## src/rtl/ilv_pkg.sv

```systemverilog
package ilv_pkg;
  typedef enum logic [1:0] {
    GRP_S1 = 2'd0,
    GRP_S2 = 2'd1,
    GRP_S3 = 2'd2
  } grp_e;

  typedef struct packed {
    logic clear;
    logic nextCol;
    logic nextRow;
  } walk_strobe_t;

  localparam int FLAG_W = 3;

  function automatic logic [FLAG_W-1:0] rotateFlag(input logic [FLAG_W-1:0] flag,
                                                   input logic [1:0] grp);
    logic [FLAG_W-1:0] res;
    case (grp)
      GRP_S2:  res = flag[0] ? 3'b010 : 3'b001;
      GRP_S3:  res = {flag[1], flag[0], flag[2]};
      default: res = 3'b001;
    endcase
    return res;
  endfunction
endpackage

```

## src/rtl/ilv_offset_sel.sv

```systemverilog
module ilv_offset_sel
  import ilv_pkg::*;
(
  input  logic [1:0]        grpClass,
  input  logic [FLAG_W-1:0] rowFlag,
  input  logic [FLAG_W-1:0] colFlag,
  output logic signed [2:0] offset
);
  logic signed [2:0] offS2;
  logic signed [2:0] offS3;

  always_comb begin
    offS2 = 3'sd0;
    if (colFlag[1]) offS2 = rowFlag[0] ? 3'sd1 : -3'sd1;
  end

  always_comb begin
    offS3 = 3'sd0;
    if (rowFlag[0]) begin
      if (colFlag[1]) offS3 = 3'sd2;
      else if (colFlag[2]) offS3 = 3'sd1;
    end else if (rowFlag[1]) begin
      if (colFlag[1]) offS3 = -3'sd1;
      else if (colFlag[2]) offS3 = 3'sd1;
    end else if (rowFlag[2]) begin
      if (colFlag[1]) offS3 = -3'sd1;
      else if (colFlag[2]) offS3 = -3'sd2;
    end
  end

  always_comb begin
    case (grpClass)
      GRP_S2:  offset = offS2;
      GRP_S3:  offset = offS3;
      default: offset = 3'sd0;
    endcase
  end
endmodule

```

## src/rtl/ilv_addr_dp.sv

```systemverilog
module ilv_addr_dp
  import ilv_pkg::*;
#(
  parameter int ADDR_W = 10,
  parameter int ROW_W  = 6
) (
  input  logic              clk,
  input  logic              rst,
  input  walk_strobe_t      strobe,
  input  logic [ROW_W-1:0]  numRows,
  input  logic [1:0]        grpClass,
  output logic [ADDR_W-1:0] wrAddr,
  output logic signed [2:0] offset
);
  localparam int SUM_W = ADDR_W + 1;

  logic [ADDR_W-1:0] baseAddr;
  logic [ADDR_W-1:0] rowStart;
  logic [FLAG_W-1:0] rowFlag;
  logic [FLAG_W-1:0] colFlag;
  logic [SUM_W-1:0]  sumAddr;

  always_ff @(posedge clk) begin
    if (rst || strobe.clear) begin
      baseAddr <= '0;
      rowStart <= '0;
      rowFlag  <= 3'b001;
      colFlag  <= 3'b001;
    end else if (strobe.nextRow) begin
      rowStart <= rowStart + 1'b1;
      baseAddr <= rowStart + 1'b1;
      rowFlag  <= rotateFlag(rowFlag, grpClass);
      colFlag  <= 3'b001;
    end else if (strobe.nextCol) begin
      baseAddr <= baseAddr + ADDR_W'(numRows);
      colFlag  <= rotateFlag(colFlag, grpClass);
    end
  end

  ilv_offset_sel u_off (
    .grpClass(grpClass),
    .rowFlag (rowFlag),
    .colFlag (colFlag),
    .offset  (offset)
  );

  assign sumAddr = $signed({1'b0, baseAddr}) + SUM_W'(offset);
  assign wrAddr  = sumAddr[ADDR_W-1:0];
endmodule

```

## src/rtl/ilv_walk_ctrl.sv

```systemverilog
module ilv_walk_ctrl
  import ilv_pkg::*;
#(
  parameter int ADDR_W = 10,
  parameter int COL_W  = 5
) (
  input  logic              clk,
  input  logic              rst,
  input  logic              start,
  input  logic              advance,
  input  logic [COL_W-1:0]  numCols,
  input  logic [ADDR_W-1:0] blockSize,
  output walk_strobe_t      strobe,
  output logic              active,
  output logic              blockEnd
);
  logic [ADDR_W-1:0] posCnt;
  logic [COL_W-1:0]  colCnt;
  logic              rowEnd;
  logic              stepOk;

  assign rowEnd   = (colCnt == numCols - 1'b1);
  assign blockEnd = active && (posCnt == blockSize - 1'b1);
  assign stepOk   = !start && active && advance;

  always_comb begin
    strobe.clear   = start || (stepOk && blockEnd);
    strobe.nextRow = stepOk && !blockEnd && rowEnd;
    strobe.nextCol = stepOk && !blockEnd && !rowEnd;
  end

  always_ff @(posedge clk) begin
    if (rst) begin
      active <= 1'b0;
      posCnt <= '0;
      colCnt <= '0;
    end else if (strobe.clear) begin
      active <= start;
      posCnt <= '0;
      colCnt <= '0;
    end else if (strobe.nextRow) begin
      posCnt <= posCnt + 1'b1;
      colCnt <= '0;
    end else if (strobe.nextCol) begin
      posCnt <= posCnt + 1'b1;
      colCnt <= colCnt + 1'b1;
    end
  end
endmodule

```

## src/rtl/ilv_wr_addr_gen.sv

```systemverilog
module ilv_wr_addr_gen
  import ilv_pkg::*;
#(
  parameter int ADDR_W = 10,
  parameter int COL_W  = 5,
  parameter int ROW_W  = 6
) (
  input  logic              clk,
  input  logic              rst,
  input  logic              start,
  input  logic              advance,
  input  logic [COL_W-1:0]  numCols,
  input  logic [ROW_W-1:0]  numRows,
  input  logic [1:0]        grpClass,
  input  logic [ADDR_W-1:0] blockSize,
  output logic [ADDR_W-1:0] wrAddr,
  output logic              blockEnd
);
  walk_strobe_t      strobe;
  logic              active;
  logic signed [2:0] offset;

  ilv_walk_ctrl #(.ADDR_W(ADDR_W), .COL_W(COL_W)) u_ctrl (
    .clk      (clk),
    .rst      (rst),
    .start    (start),
    .advance  (advance),
    .numCols  (numCols),
    .blockSize(blockSize),
    .strobe   (strobe),
    .active   (active),
    .blockEnd (blockEnd)
  );

  ilv_addr_dp #(.ADDR_W(ADDR_W), .ROW_W(ROW_W)) u_dp (
    .clk     (clk),
    .rst     (rst),
    .strobe  (strobe),
    .numRows (numRows),
    .grpClass(grpClass),
    .wrAddr  (wrAddr),
    .offset  (offset)
  );
endmodule

```

## config.mk

```make
export PLATFORM = sky130hd
export DESIGN_NAME = ilv_wr_addr_gen
export DESIGN_NICKNAME = d
export VERILOG_FILES = /design/src/rtl/ilv_pkg.sv /design/src/rtl/ilv_offset_sel.sv /design/src/rtl/ilv_addr_dp.sv /design/src/rtl/ilv_walk_ctrl.sv /design/src/rtl/ilv_wr_addr_gen.sv
export SDC_FILE = /design/constraint.sdc
export NUM_CORES = 1
export LEC_CHECK = 0
export ABC_AREA = 0
export BUFFER_PORTS_ARGS = -buffer_cell sky130_fd_sc_hd__clkbuf_2
export CELL_PAD_IN_SITES_DETAIL_PLACEMENT = 2
export CELL_PAD_IN_SITES_GLOBAL_PLACEMENT = 2
export CORE_MARGIN = 4
export CORE_UTILIZATION = 30
export CTS_BUF_LIST = sky130_fd_sc_hd__clkbuf_8
export DETAILED_ROUTE_END_ITERATION = 8
export PLACE_DENSITY_LB_ADDON = 0.25
export SKIP_CTS_REPAIR_TIMING = 1
export SYNTH_ARGS = -nofsm -noshare
export SYNTH_HDL_FRONTEND = slang
export SYNTH_SLANG_ARGS = --single-unit
```

## constraint.sdc

```tcl
create_clock -name clk -period 7.45 [get_ports clk]
set_clock_uncertainty 0.1 [all_clocks]
set_input_delay 1.49 -clock clk [delete_from_list [all_inputs] [get_ports clk]]
set_output_delay 1.49 -clock clk [all_outputs]
set_load 0.02 [all_outputs]
```

==> summary.md <==
| Metric | Value |
|---|---|
| Startpoint types | primary input |
| Critical Path Slowest Stage Cell | o41ai_2 |
| Dpl hpwl | between 7 and 8 mm |
| Remaining DRCs | 0 |
| Worst hold path type | reg -> reg |
| Critical Path AT | ~4100 ps |
| Status | finished clean |
| Crit path max fanout | 8 |
| Routed len/inst | approximately 16 um |
| RD Place Congestion | 0.739 |
| Clock Tree Buf Depth | 2 |
| Final Util | 0.339 |
| FF-to-FF Start | u_ctrl.posCnt[5] |
| Crit path to | wrAddr[9] |
| Area of the multi-input gates | between 2000 and 2500 um^2 |
| Setup Viol. Count Final | 0 |
| Largest net degree at the start of global routing | 44 |
| Slew Viols, Final | 0 |
| Initial DRT Pass Iterations | 4 |
| Synth-to-layout area growth | 10.8% |
| WL met3 | around 200 um |
| Critical path startpoint | grpClass[0] |
| Final net count | 478 |
| Share of layout cells above drive strength 1 | 0.198 |
| Crit path largest cell delay | about 460 ps |
| # fillers | 1261 |
| Row Count | 38 |
| CP Class | in -> out |
| WP data required | between 5000 and 6000 ps |
| Crit-path cells | clkbuf_2, inv_1, ha_1, inv_1, o41ai_2, nand2_1, a21oi_1, ha_1, a21o_1, and3_1, nand2_1, o2bb2a_1, xnor2_1, clkbuf_2 |
| Reg clk slew, reported paths | roughly 100 ps |
| N_diodes | 0 |
| Post-Route Setup TNS | 0 ps |
| H-tree depth | 2 |
| Post-synthesis sequential area ratio | 0.253 |
| Total gr overflow | 0 |
| Core ar. | around 11000 um^2 |
| Storage element area | around 840 um^2 |
| Measured slew at the worst slew-check pin | between 900 and 1000 ps |
| Root Driver | clkbuf_8 |
| Peak VDD IR | 0.0000701 V |
| Most used DFF post-synth | dfxtp_1 |
| Ys Warns | 0 |
| Unrepaired setup endpoints after global routing | no |
| Max-Cap Viols | 0 |
| Cells after synthesis | roughly 410 |
| Vias per cell | about 5.3 |
| Antenna violations before repair | 0 |
| Yosys cell types | 64 |
| Routed Antenna Nets | 0 |
| Clock sink total | between 40 and 50 |
| Area of the mapped netlist | roughly 3300 um^2 |
| Ys async rst share | 0 |
| Yosys reg bits | 42 |
| Post-synth EDFFs | 0 |
| Pleak | 1.39 nW |
| Met2 Wirelength | between 4 and 5 mm |
| Global Route Usage Sum | 0.150 |
| Syn nets | between 400 and 500 |
| Global-route wire length before repair | between 15 and 20 mm |
| Vias in the first global route | ~3300 |
| R2r setup slk | approximately 4200 ps |
| Syn avg cell area | between 8 and 9 um^2 |
| Overall die width | approximately 110 um |
| Area of the die | 12800 um^2 |
| Worst-case reg-to-reg path depth | 8 |
| DR vias | roughly 3000 |
| Min Tclk post-route | 5720 ps |
| CTS tree | yes |
| CP endpoint kind | primary output |
| Worst reg2reg path endpoint | u_ctrl.posCnt[0] |
| Met1 WL | 4.14 mm |
| Slew HR | 0.365 |
| Clock Latency Late Sink | just over 300 ps |
| Hold Fails Final Rpt | 0 |
| Port Buf Inserts | 37 |
| DR top layer | met4 |
| 1st-iter DRT viols | 94 |
| Num CTS Buffers | 5 |
| Crit share post-route | 0.767 |
| Starting Density | 0.306 |
| Detailed Route WL | between 9 and 10 mm |
| Fmax | ~170 MHz |
| Die Span Y | about 110 um |
| P per Cell Area | approximately 120 nW/um^2 |
| Io pins | 38 |
==> per-stage QoR <==
stage | hold WS [ps] | power [mW] | setup slack (ps) | instance area (um^2) | cells
after floorplan | 344 | 0.273 | 1970 | 3320 | 408
after global placement | 369 | 0.291 | 1830 | 3580 | 567
after detailed placement | 393 | 0.293 | 1700 | 3580 | 567
after CTS | 410 | 0.454 | 1690 | 3680 | 575
after global routing | 425 | 0.473 | 1390 | 3680 | 575
final | 406 | 0.445 | 1730 | 3680 | 575
==> worst max-delay path, delay by kind of cell <==
family                     cells  cell delay, ps
AOI/OAI and AO/OA              4            1170
xor gates and xnor gates       1             140
adders and majority gates      2             520
buffers and inverters          4             420
and+or+nand+nor                3             380
==> registers in the layout, summed over array words and instances, names as in the netlist <==
name,cells
u_dp.rowStart,10
u_dp.colFlag,3
u_dp.baseAddr,10
u_dp.rowFlag,3
u_ctrl.posCnt,10
u_ctrl.colCnt,5
u_ctrl.active,1
==> how the worst min path moves through the flow <==
stage                     startpoint               end  slack, ps  cells after the start
finish               u_dp.rowFlag[2]   u_dp.rowFlag[2]        410                      2
CTS                 u_ctrl.colCnt[4]  u_ctrl.colCnt[4]        410                      2
global placement     u_dp.colFlag[2]   u_dp.colFlag[2]        370                      2
global route         u_dp.rowFlag[2]   u_dp.rowFlag[2]        420                      2
detailed placement   u_dp.rowFlag[2]   u_dp.rowFlag[2]        390                      2
floorplan            u_dp.colFlag[2]   u_dp.colFlag[2]        340                      2
==> power breakdown <==
group,total (mW),switching [mW],internal [mW]
combinational,0.0592,0.0366,0.0226
sequential,0.228,0.00199,0.226
clock,0.159,0.0908,0.0678
==> cell type report <==
class                   instances  share of cell area
multi-input cells             329               0.625
flip-flops and latches         42               0.229
repair buffers                 40              0.0565
well taps                     140              0.0476
clock buffers                   5              0.0187
inverters                      16              0.0163
clock inverters                 3             0.00681
==> logic make-up after synthesis <==
group	count (synthesis)	synth area share
multiplexers	3	0.00905
AND/OR/NAND/NOR	167	0.284
adder cells (fa/ha/maj)	17	0.0686
flip-flops	42	0.253
XOR/XNOR	47	0.124
AO/OA/AOI/OAI	95	0.205
buffers and inverters	37	0.0558
==> layer usage <==
layer  GRT usage  vias up
met3      0.0262        7
met5           0        -
met2       0.274       33
met1       0.182     1529
li1            -     1503
met4      0.0377        0
==> cells in the mapped netlist (6+ instances only) <==
library cell | number | share of area
dfxtp_1 | 42 | 0.25
nor2_1 | 41 | 0.046
xnor2_1 | 29 | 0.077
a21oi_1 | 28 | 0.042
nand2_1 | 27 | 0.031
nand3_1 | 19 | 0.029
xor2_1 | 18 | 0.047
inv_1 | 16 | 0.018
ha_1 | 15 | 0.057
nor3_1 | 12 | 0.018
a21oi_2 | 11 | 0.029
and3_1 | 11 | 0.021
clkbuf_1 | 10 | 0.011
o21ai_0 | 10 | 0.015
nor4b_1 | 7 | 0.018
o21ai_2 | 7 | 0.018
nand2b_1 | 6 | 0.011
==> cell usage in the layout, fill, tap and decap left out, drive strengths merged, types with 11 or more instances in the layout <==
| cell | count |
|---|---|
| clkbuf | 42 |
| xor2 | 18 |
| nand3 | 19 |
| nor3 | 16 |
| o21ai | 18 |
| dfxtp | 42 |
| nand2 | 27 |
| a21oi | 39 |
| nor2 | 42 |
| inv | 17 |
| and3 | 11 |
| xnor2 | 29 |
| ha | 15 |
(Power assumes the default switching activity.)
